===== config.mk =====
export PLATFORM = sky130hd
export DESIGN_NAME = irq_field_ctl
export DESIGN_NICKNAME = d
export VERILOG_FILES = /design/src/rtl/irq_field_pkg.sv /design/src/rtl/irq_field_dec.sv /design/src/rtl/irq_field_gate.sv /design/src/rtl/irq_field_regs.sv /design/src/rtl/irq_field_ctl.sv
export SDC_FILE = /design/constraint.sdc
export NUM_CORES = 1
export LEC_CHECK = 0
export BUFFER_PORTS_ARGS = -buffer_cell sky130_fd_sc_hd__clkbuf_2
export CAP_MARGIN = 20
export CORE_MARGIN = 2
export CORE_UTILIZATION = 53
export CTS_BUF_LIST = sky130_fd_sc_hd__clkbuf_4
export DETAILED_ROUTE_END_ITERATION = 12
export PLACE_DENSITY = 0.83
export SLEW_MARGIN = 20
export SYNTH_ARGS = -nofsm -noshare
export SYNTH_HDL_FRONTEND = slang
export SYNTH_SLANG_ARGS = --single-unit

===== constraint.sdc =====
create_clock -name clk -period 7.4 [get_ports clk]
set_input_delay 0.74 -clock clk [delete_from_list [all_inputs] [get_ports clk]]
set_output_delay 0.74 -clock clk [all_outputs]
set_load 0.02 [all_outputs]

===== src/rtl/irq_field_pkg.sv =====
`timescale 1ns/1ps
package irq_field_pkg;
  localparam int AW  = 12;        // accumulator width
  localparam int FW  = 3;         // field register width
  localparam int SFW = 2*FW + 1;  // save field: user, ifield, dfield

  localparam logic [2:0] IOT_OPC    = 3'd6;
  localparam logic [5:0] DEV_CPU    = 6'o00;
  localparam logic [2:0] DEV_FLD_HI = 3'd2;

  typedef enum logic [4:0] {
    OP_NONE,
    OP_SKIP_EN,
    OP_INT_ON,
    OP_INT_OFF,
    OP_SKIP_REQ,
    OP_FLAGS_RD,
    OP_FLAGS_WR,
    OP_SKIP_GT,
    OP_CLR_ALL,
    OP_SET_DF,
    OP_SET_IB,
    OP_SET_BOTH,
    OP_RD_DF,
    OP_RD_IF,
    OP_RD_SF,
    OP_RESTORE,
    OP_TRAP
  } iop_e;
endpackage


===== src/rtl/irq_field_dec.sv =====
`timescale 1ns/1ps
module irq_field_dec
  import irq_field_pkg::*;
(
  input  logic          iot_i,
  input  logic [AW-1:0] ir_i,
  input  logic          user_i,
  output iop_e          op_o
);
  always_comb begin
    op_o = OP_NONE;
    if (iot_i && ir_i[11:9] == IOT_OPC) begin
      if (user_i) begin
        op_o = OP_TRAP;
      end else if (ir_i[8:3] == DEV_CPU) begin
        case (ir_i[2:0])
          3'd0: op_o = OP_SKIP_EN;
          3'd1: op_o = OP_INT_ON;
          3'd2: op_o = OP_INT_OFF;
          3'd3: op_o = OP_SKIP_REQ;
          3'd4: op_o = OP_FLAGS_RD;
          3'd5: op_o = OP_FLAGS_WR;
          3'd6: op_o = OP_SKIP_GT;
          default: op_o = OP_CLR_ALL;
        endcase
      end else if (ir_i[8:6] == DEV_FLD_HI) begin
        case (ir_i[2:0])
          3'd1: op_o = OP_SET_DF;
          3'd2: op_o = OP_SET_IB;
          3'd3: op_o = OP_SET_BOTH;
          3'd4: begin
            case (ir_i[5:3])
              3'd1: op_o = OP_RD_DF;
              3'd2: op_o = OP_RD_IF;
              3'd3: op_o = OP_RD_SF;
              3'd4: op_o = OP_RESTORE;
              default: op_o = OP_NONE;
            endcase
          end
          default: op_o = OP_NONE;
        endcase
      end
    end
  end
endmodule


===== src/rtl/irq_field_gate.sv =====
`timescale 1ns/1ps
module irq_field_gate
  import irq_field_pkg::*;
#(
  parameter int NREQ = 8
) (
  input  logic            clk,
  input  logic            rst_n,
  input  logic            fetch_i,
  input  logic            jump_i,
  input  iop_e            op_i,
  input  logic [NREQ-1:0] dev_req_i,
  output logic            int_en_o,
  output logic            ion_pend_o,
  output logic            cif_pend_o,
  output logic            any_req_o,
  output logic            take_o
);
  logic en_q, en_d, en_ld;
  logic ionp_q, ionp_d, ionp_ld;
  logic cifp_q, cifp_d, cifp_ld;
  logic trap_q, trap_d, trap_ld;

  always_comb begin
    any_req_o = (|dev_req_i) | trap_q;
    take_o    = fetch_i & en_q & ~ionp_q & ~cifp_q & any_req_o;

    en_ld = 1'b0;
    en_d  = en_q;
    if (take_o) begin
      en_ld = 1'b1;
      en_d  = 1'b0;
    end else begin
      case (op_i)
        OP_SKIP_EN, OP_INT_OFF, OP_CLR_ALL: begin
          en_ld = 1'b1;
          en_d  = 1'b0;
        end
        OP_INT_ON, OP_FLAGS_WR: begin
          en_ld = 1'b1;
          en_d  = 1'b1;
        end
        default: ;
      endcase
    end

    ionp_ld = 1'b0;
    ionp_d  = ionp_q;
    if (op_i == OP_INT_ON) begin
      ionp_ld = 1'b1;
      ionp_d  = 1'b1;
    end else if (fetch_i) begin
      ionp_ld = 1'b1;
      ionp_d  = 1'b0;
    end

    cifp_ld = 1'b0;
    cifp_d  = cifp_q;
    if (op_i == OP_SET_IB || op_i == OP_SET_BOTH ||
        op_i == OP_RESTORE || op_i == OP_FLAGS_WR) begin
      cifp_ld = 1'b1;
      cifp_d  = 1'b1;
    end else if (jump_i) begin
      cifp_ld = 1'b1;
      cifp_d  = 1'b0;
    end

    trap_ld = 1'b0;
    trap_d  = trap_q;
    if (op_i == OP_TRAP) begin
      trap_ld = 1'b1;
      trap_d  = 1'b1;
    end else if (op_i == OP_CLR_ALL) begin
      trap_ld = 1'b1;
      trap_d  = 1'b0;
    end
  end

  always_ff @(posedge clk or negedge rst_n) begin
    if (!rst_n) begin
      en_q   <= 1'b0;
      ionp_q <= 1'b0;
      cifp_q <= 1'b0;
      trap_q <= 1'b0;
    end else begin
      if (en_ld)   en_q   <= en_d;
      if (ionp_ld) ionp_q <= ionp_d;
      if (cifp_ld) cifp_q <= cifp_d;
      if (trap_ld) trap_q <= trap_d;
    end
  end

  assign int_en_o   = en_q;
  assign ion_pend_o = ionp_q;
  assign cif_pend_o = cifp_q;
endmodule


===== src/rtl/irq_field_regs.sv =====
`timescale 1ns/1ps
module irq_field_regs
  import irq_field_pkg::*;
(
  input  logic           clk,
  input  logic           rst_n,
  input  logic           take_i,
  input  logic           jump_i,
  input  iop_e           op_i,
  input  logic [FW-1:0]  fld_i,
  input  logic           gt_wr_i,
  input  logic [SFW-1:0] sf_wr_i,
  output logic [FW-1:0]  if_o,
  output logic [FW-1:0]  ib_o,
  output logic [FW-1:0]  df_o,
  output logic           uf_o,
  output logic [SFW-1:0] sf_o,
  output logic           gt_o
);
  logic [FW-1:0]  if_q, if_d, ib_q, ib_d, df_q, df_d;
  logic           uf_q, uf_d, ub_q, ub_d, gt_q, gt_d;
  logic [SFW-1:0] sf_q, sf_d;
  logic           if_ld, ib_ld, df_ld, uf_ld, ub_ld, gt_ld, sf_ld;

  always_comb begin
    if_d = if_q; ib_d = ib_q; df_d = df_q;
    uf_d = uf_q; ub_d = ub_q; gt_d = gt_q; sf_d = sf_q;
    if_ld = 1'b0; ib_ld = 1'b0; df_ld = 1'b0;
    uf_ld = 1'b0; ub_ld = 1'b0; gt_ld = 1'b0; sf_ld = 1'b0;

    if (take_i) begin
      sf_d  = {uf_q, if_q, df_q};
      sf_ld = 1'b1;
      if_d = '0; ib_d = '0; df_d = '0; uf_d = 1'b0; ub_d = 1'b0;
      if_ld = 1'b1; ib_ld = 1'b1; df_ld = 1'b1; uf_ld = 1'b1; ub_ld = 1'b1;
    end else begin
      if (jump_i) begin
        if_d  = ib_q;
        uf_d  = ub_q;
        if_ld = 1'b1;
        uf_ld = 1'b1;
      end
      case (op_i)
        OP_SET_DF: begin
          df_d = fld_i; df_ld = 1'b1;
        end
        OP_SET_IB: begin
          ib_d = fld_i; ib_ld = 1'b1;
        end
        OP_SET_BOTH: begin
          df_d = fld_i; df_ld = 1'b1;
          ib_d = fld_i; ib_ld = 1'b1;
        end
        OP_RESTORE: begin
          {ub_d, ib_d, df_d} = sf_q;
          ub_ld = 1'b1; ib_ld = 1'b1; df_ld = 1'b1;
        end
        OP_FLAGS_WR: begin
          {ub_d, ib_d, df_d} = sf_wr_i;
          gt_d = gt_wr_i;
          ub_ld = 1'b1; ib_ld = 1'b1; df_ld = 1'b1; gt_ld = 1'b1;
        end
        OP_CLR_ALL: begin
          gt_d = 1'b0; gt_ld = 1'b1;
        end
        default: ;
      endcase
    end
  end

  always_ff @(posedge clk or negedge rst_n) begin
    if (!rst_n) begin
      if_q <= '0; ib_q <= '0; df_q <= '0;
      uf_q <= 1'b0; ub_q <= 1'b0; gt_q <= 1'b0; sf_q <= '0;
    end else begin
      if (if_ld) if_q <= if_d;
      if (ib_ld) ib_q <= ib_d;
      if (df_ld) df_q <= df_d;
      if (uf_ld) uf_q <= uf_d;
      if (ub_ld) ub_q <= ub_d;
      if (gt_ld) gt_q <= gt_d;
      if (sf_ld) sf_q <= sf_d;
    end
  end

  assign if_o = if_q;
  assign ib_o = ib_q;
  assign df_o = df_q;
  assign uf_o = uf_q;
  assign sf_o = sf_q;
  assign gt_o = gt_q;
endmodule


===== src/rtl/irq_field_ctl.sv =====
`timescale 1ns/1ps
module irq_field_ctl
  import irq_field_pkg::*;
#(
  parameter int NREQ = 8
) (
  input  logic            clk,
  input  logic            rst_n,
  input  logic            fetch_i,
  input  logic            jump_i,
  input  logic            iot_i,
  input  logic [11:0]     ir_i,
  input  logic [11:0]     ac_i,
  input  logic            link_i,
  input  logic [NREQ-1:0] dev_req_i,
  output logic [11:0]     ac_o,
  output logic            link_o,
  output logic            ac_we_o,
  output logic            skip_o,
  output logic            int_take_o,
  output logic            dev_clear_o,
  output logic            int_en_o,
  output logic [2:0]      if_o,
  output logic [2:0]      df_o,
  output logic            uf_o,
  output logic [6:0]      save_field_o
);
  iop_e           op_w;
  logic           ion_pend_w, cif_pend_w, any_req_w, gt_w;
  logic [FW-1:0]  ib_w;

  irq_field_dec u_dec (
    .iot_i  (iot_i),
    .ir_i   (ir_i),
    .user_i (uf_o),
    .op_o   (op_w)
  );

  irq_field_gate #(.NREQ(NREQ)) u_gate (
    .clk        (clk),
    .rst_n      (rst_n),
    .fetch_i    (fetch_i),
    .jump_i     (jump_i),
    .op_i       (op_w),
    .dev_req_i  (dev_req_i),
    .int_en_o   (int_en_o),
    .ion_pend_o (ion_pend_w),
    .cif_pend_o (cif_pend_w),
    .any_req_o  (any_req_w),
    .take_o     (int_take_o)
  );

  irq_field_regs u_regs (
    .clk     (clk),
    .rst_n   (rst_n),
    .take_i  (int_take_o),
    .jump_i  (jump_i),
    .op_i    (op_w),
    .fld_i   (ir_i[5:3]),
    .gt_wr_i (ac_i[10]),
    .sf_wr_i (ac_i[SFW-1:0]),
    .if_o    (if_o),
    .ib_o    (ib_w),
    .df_o    (df_o),
    .uf_o    (uf_o),
    .sf_o    (save_field_o),
    .gt_o    (gt_w)
  );

  always_comb begin
    ac_o    = ac_i;
    link_o  = link_i;
    ac_we_o = 1'b0;
    skip_o  = 1'b0;
    case (op_w)
      OP_FLAGS_RD: begin
        ac_we_o = 1'b1;
        ac_o    = {link_i, gt_w, any_req_w, 1'b0, int_en_o, save_field_o};
      end
      OP_FLAGS_WR: begin
        ac_we_o = 1'b1;
        link_o  = ac_i[AW-1];
      end
      OP_CLR_ALL: begin
        ac_we_o = 1'b1;
        ac_o    = '0;
        link_o  = 1'b0;
      end
      OP_RD_DF: begin
        ac_we_o = 1'b1;
        ac_o    = ac_i | {{(AW-2*FW){1'b0}}, df_o, {FW{1'b0}}};
      end
      OP_RD_IF: begin
        ac_we_o = 1'b1;
        ac_o    = ac_i | {{(AW-2*FW){1'b0}}, if_o, {FW{1'b0}}};
      end
      OP_RD_SF: begin
        ac_we_o = 1'b1;
        ac_o    = ac_i | {{(AW-SFW){1'b0}}, save_field_o};
      end
      OP_SKIP_EN:  skip_o = int_en_o;
      OP_SKIP_REQ: skip_o = any_req_w;
      OP_SKIP_GT:  skip_o = gt_w;
      default: ;
    endcase
  end

  assign dev_clear_o = (op_w == OP_CLR_ALL);
endmodule


Word-level counts from Yosys, hierarchy flattened. Cells that the tools add are included.

Output and inout port bits: 32. Bits of input ports: 38. Bits in registers: 23.

Multiplexer cells: 48. Equality and inequality tests: 28. Reduce and logical (&&, ||, !) cells: 36. Bitwise operators: 11.

Operators by type and width (number): 12-bit case mux with 5 select lines (1); 5-bit by 4-bit equality test with 1-bit output (second input constant) (8); 1-bit two-way mux (29); 4-bit case mux with 7 select lines (1); 12-bit by 6-bit bitwise OR with 12-bit output (2); 5-bit by 3-bit equality test with 1-bit output (second input constant) (4); 5-bit two-way mux (4); 5-bit case mux with 4 select lines (1); 3-bit case mux with 3 select lines (2); 2-bit AND reduction (9); 4-bit case mux with 4 select lines (1); 3-bit by 2-bit equality test with 1-bit output (second input constant) (5); 3-bit equality test (second input constant) (5); 3-bit two-way mux (4); 12-bit by 7-bit bitwise OR with 12-bit output (1); 5-bit by 2-bit equality test with 1-bit output (second input constant) (2); 2-bit nonzero test (5); 2-bit OR reduction (5); 1-bit case mux with 2 select lines (4); 4-bit nonzero test (2); 4-bit OR reduction (2); 8-bit OR reduction (1); 3-bit by 1-bit equality test with 1-bit output (second input constant) (2); 6-bit logical NOT (1); 14 further kinds (22).

Logic depth before layout (Yosys ltp).
Depth after elaboration: 13. Mapped depth: 10. Depth with buffers taken out: 8.

Modules after synthesis. A second synthesis with hierarchy kept.

Cells, all modules: 198. Area total of the unflattened synthesis: 1871.8 um2.

By module, submodules not included: irq_field_regs (seq. area each 475.5 um2, cells an instance 88, times used 1, area an instance 962.2 um2); irq_field_ctl (seq. area each 0.0 um2, cells an instance 45, times used 1, area an instance 412.9 um2); irq_field_dec (seq. area each 0.0 um2, cells an instance 38, times used 1, area an instance 250.2 um2); irq_field_gate (seq. area each 100.1 um2, cells an instance 27, times used 1, area an instance 246.5 um2).

Least setup slack after synthesis. OpenSTA, ideal clock, no wires.

Path type: input-to-output. Start point: input ir_i[5]. End point: output ac_o[3]. Data arrival time: 2.896 ns. Data required time: 6.660 ns. Stages: 9. Setup slack: 3.764 ns. Buffers on the path: 3. Cell sequence: buf_6 -> or4_4 -> buf_6 -> nor3_4 -> o31a_1 -> buf_2 -> mux2_2 -> a31o_2 -> a22o_1.

Cells in the longest elaborated chain, start to end: 9. Elaborated cells between the ends (all ways): 17. Classes of those cells: eq/ne: 9; mux: 7; reduce/logical: 1.

RTL lines: start: declaration (RTL line irq_field_ctl.sv:12) `input logic [11:0] ir_i,`; 3-bit equality test, or another cell as far along (RTL line irq_field_dec.sv:32) `case (ir_i[5:3])`; 4-bit case mux with 4 select lines (RTL line irq_field_dec.sv:32); 5-bit case mux with 4 select lines (RTL line irq_field_dec.sv:27) `case (ir_i[2:0])`; 5-bit two-way mux (RTL line irq_field_dec.sv:26) `end else if (ir_i[8:6] == DEV_FLD_HI) begin`; 5-bit two-way mux * (RTL line irq_field_dec.sv:15) `end else if (ir_i[8:3] == DEV_CPU) begin`; 5-bit two-way mux * (RTL line irq_field_dec.sv:13) `if (user_i) begin`; 5-bit two-way mux * (RTL line irq_field_dec.sv:12) `if (iot_i && ir_i[11:9] == IOT_OPC) begin`; 5-bit by 4-bit equality test with 1-bit output / 5-bit by 3-bit equality test with 1-bit output (equally long branches) (RTL line irq_field_ctl.sv:75) `case (op_w)`; 12-bit case mux with 5 select lines * (RTL line irq_field_ctl.sv:75); end: declaration (RTL line irq_field_ctl.sv:16) `output logic [11:0] ac_o,`.

Every way passes the cells marked *; elsewhere a longest branch is shown, timed or not.

Worst setup path after layout.
Start point: input ir_i[6]. End point: output ac_o[6].

Cells in the longest elaborated chain, start to end: 7. Elaborated cells between the ends (all ways): 12. Classes of those cells: eq/ne: 6; mux: 5; reduce/logical: 1.

RTL lines (RTL line): 3-bit by 2-bit equality test with 1-bit output (irq_field_dec.sv:26); 5-bit two-way mux (irq_field_dec.sv:26); 5-bit two-way mux * (irq_field_dec.sv:15); 5-bit two-way mux * (irq_field_dec.sv:13); 5-bit two-way mux * (irq_field_dec.sv:12); 5-bit by 4-bit equality test with 1-bit output / 5-bit by 3-bit equality test with 1-bit output (equally long branches) (irq_field_ctl.sv:75); 12-bit case mux with 5 select lines * (irq_field_ctl.sv:75).

Marked as above.

==> flow_metrics.py <==
metrics = {
    "run_status": {
        "status": "finished clean",
    },
    "synthesis": {
        "synth-edff-count": 0,
        "yosysWarnings": 0,
        "synth_area_um2": 2080,
        "synth_nets": 291,
        "syn_inst": 249,
        "synthArstFlopShare_pct": 100,
        "synth.distinct_cells": 67,
        "synth_seq_cells": 23,
        "yosysSeqAreaShare_pct": 27.7,
        "syn_area_per_cell_um2": 8.35,
        "ys.flop_type": "dfrtp_1",
    },
    "global_routing": {
        "grt_use_total_pct": 28.4,
        "antenna_found_initial": 0,
        "grt_max_degree": 24,
        "grt_pass1_vias": 2039,
        "grt_pass1_wl_um": 9630,
        "grt.overflow.total": 0,
    },
    "floorplanning": {
        "fp-row-count": 22,
        "io_pins": 70,
        "die_h_um": 66.6,
        "die-area_um2": 4440,
        "dieWidth_um": 66.6,
        "coreArea_um2": 3720,
        "start_util_pct": 56.0,
    },
    "placed_design": {
        "port_buffers": 69,
        "gp_congestion": 1.01,
        "dp_hpwl_um": 4540,
        "place_area_um2": 2390,
        "dp_cells": 351,
    },
    "route": {
        "wl_met1_um": 2680,
        "drt.antenna.violating_nets": 0,
        "wl_met2_um": 2770,
        "drtIter0Drc": 122,
        "top_layer": "met4",
        "met3_length_um": 503,
        "drt_wl_total_um": 6040,
        "dr.pass1.iters": 5,
        "via_count": 2241,
        "route.detailed.wl_per_inst_um": 17.0,
        "post-route-drc-count": 0,
        "routed_via_density": 6.31,
    },
    "critical_path": {
        "worst_ep_arrival_time_ps": 3650,
        "endpoint_kind": "primary output",
        "crit_path_start_kind": "input pin",
        "critical_path_class": "input pin to primary output",
        "critPathMaxFanout": 12,
        "worstPathRequired_ps": 6660,
    },
    "clock_network": {
        "cts_made_buffers": 3,
        "hold_buffers": 0,
        "clock-sinks": 23,
        "cts-root-buf": "clkbuf_4",
        "cts-htree-levels": 1,
        "insertion_delay_ps": 320,
        "post_cts_buffers": 0,
        "ctsLongestPathBuffers": 2,
        "path_clk_slew_ps": 130,
        "cts-resized-gates": 0,
        "cts_tree": "yes",
    },
    "timing": {
        "max_slew_margin_pct": 37.6,
        "finalHoldViolCount": 0,
        "setup_tns_ps": 0,
        "fmax_ghz": 0.228,
        "period_share_pct": 59.3,
        "fin_crit_ps": 4390,
        "report.final.slew_viol_count": 0,
        "rsz0062_at_grt": "false",
        "clock_skew_ps": 11.2,
        "setup_viol": 0,
        "worstMarginPinSlew_ps": 932,
    },
    "worst_hold_path": {
        "hp-class": "input pin to async pin",
    },
    "layout": {
        "layout-drive-gt1-share_pct": 31.3,
        "post-route-cell-area_um2": 2420,
        "areaGrowthSynthToFinish_pct": 16.5,
        "insertedDiodeCount": 0,
        "instances_no_fill": 355,
        "final_nets": 350,
    },
    "power": {
        "p_leak_nw": 1.18,
        "power_density_nw_per_um2": 141,
        "peakVddDrop_mv": 0.132,
    },
    "run": {
        "max_cap_violations": 0,
    },
}
-- state kept, by name (all words and copies together), names as in the netlist --
register	flops
u_regs.uf_o	1
u_regs.ib_o	3
u_gate.trap_q	1
u_regs.if_o	3
u_gate.int_en_o	1
u_regs.sf_o	7
u_regs.gt_o	1
u_regs.ub_q	1
u_gate.cif_pend_o	1
u_gate.ion_pend_o	1
u_regs.df_o	3
-- cells in the mapped netlist (4+ instances only) --
library cell | n | area, um^2
and3_1 | 4 | 25.0
nor2_1 | 20 | 75.1
o21ai_0 | 5 | 25.0
inv_1 | 8 | 30.0
o2111ai_1 | 4 | 35.0
a22oi_1 | 4 | 30.0
nand3_1 | 13 | 65.1
nor3_1 | 10 | 50.1
o22ai_1 | 4 | 25.0
o31ai_1 | 4 | 30.0
nand4_1 | 5 | 31.3
dfrtp_1 | 23 | 576
a22o_1 | 6 | 52.6
a21oi_1 | 6 | 30.0
nand2_1 | 32 | 120
clkbuf_1 | 5 | 18.8
buf_2 | 4 | 20.0
nor4_1 | 5 | 31.3
mux2i_1 | 6 | 60.1
ha_1 | 4 | 50.1
a21o_1 | 6 | 45.0
-- worst paths after layout --
kind                       slack (ps)                       from  depth (start not counted)                         end
max                              3010                    ir_i[6]                          8                     ac_o[6]
min                               380                      rst_n                          1  u_regs.sf_o[3]$_DFFE_PN0P_
max reg2reg                      4670  u_gate.trap_q$_DFFE_PN0P_                          7  u_regs.df_o[1]$_DFFE_PN0P_
min reg2reg                       530  u_gate.trap_q$_DFFE_PN0P_                          2   u_gate.trap_q$_DFFE_PN0P_
max in group asynchronous        6630                      rst_n                          1  u_regs.sf_o[6]$_DFFE_PN0P_
min in group clk                  530  u_gate.trap_q$_DFFE_PN0P_                          2   u_gate.trap_q$_DFFE_PN0P_
-- placed cells by master, fill, tap and decap left out, types with 3 or more instances in the layout --
cell type  netlist  layout
a21o_1           6       6
a21oi_1          6       6
a22o_1           6       6
a22oi_1          4       4
a31o_2           3       3
and2_1           3       3
and3_1           4       4
clkbuf_2         0      69
clkbuf_4         0       4
dfrtp_1         23      23
ha_1             4       4
inv_1            8       8
mux2i_1          6       6
nand2_1         32      32
nand3_1         13      13
nand4_1          5       5
nor2_1          20      20
nor3_1          10      10
nor4_1           5       5
o2111ai_1        4       4
o21ai_0          5       5
o22ai_1          4       4
o2bb2ai_1        3       3
o311a_1          3       3
o31ai_1          4       4
or2_2            3       3
xnor2_1          3       3
-- layout make-up --
cell class	count	area, um^2
Sequential cell	23	576
Fill cell	339	1290
Tap cell	48	60.1
Timing Repair Buffer	69	345
Multi-Input combinational cell	202	1380
Clock buffer	4	30.0
Inverter	9	33.8
-- critical path, stage by stage --
cell and delay, ps:
clkbuf_2 100, or3b_1 560, nor3_1 630, o31a_1 480, a21oi_1 130, o21ai_2 580
a22o_1 250, clkbuf_2 170
-- layer usage --
metal  up-vias  track usage, %
met2       113            48.1
met5         -               0
met1      1059            37.7
met4         0            9.18
li1       1060               -
met3         9            3.04
-- cell families after synthesis --
| family | count (synthesis) | share of synthesized area (%) |
|---|---|---|
| buffers and inverters | 24 | 6.02 |
| flip-flops | 23 | 27.7 |
| AO/OA/AOI/OAI | 73 | 29.5 |
| adder cells (fa/ha/maj) | 4 | 2.41 |
| XOR/XNOR | 3 | 1.26 |
| AND/OR/NAND/NOR | 114 | 29.2 |
| multiplexers | 8 | 3.97 |
-- through the flow --
stage	worst slack, ps	utilization, %	power, mW	hold WS, ps
after floorplan	3760	-	0.232	444
after global placement	3210	64.4	0.278	485
after detailed placement	3050	64.4	0.280	507
after CTS	3070	65.2	0.342	401
after global routing	2930	65.2	0.361	419
final	3010	65.2	0.342	384
-- where the power goes --
| group | internal, mW | switching [mW] | leakage [nW] |
|---|---|---|---|
| clock network | 0.0248 | 0.0388 | 0.0184 |
| registers | 0.141 | 0.0198 | 0.312 |
| logic | 0.0444 | 0.0728 | 0.854 |
| total | 0.210 | 0.131 | 1.18 |
Note: power is estimated with default switching activity, not from simulation.
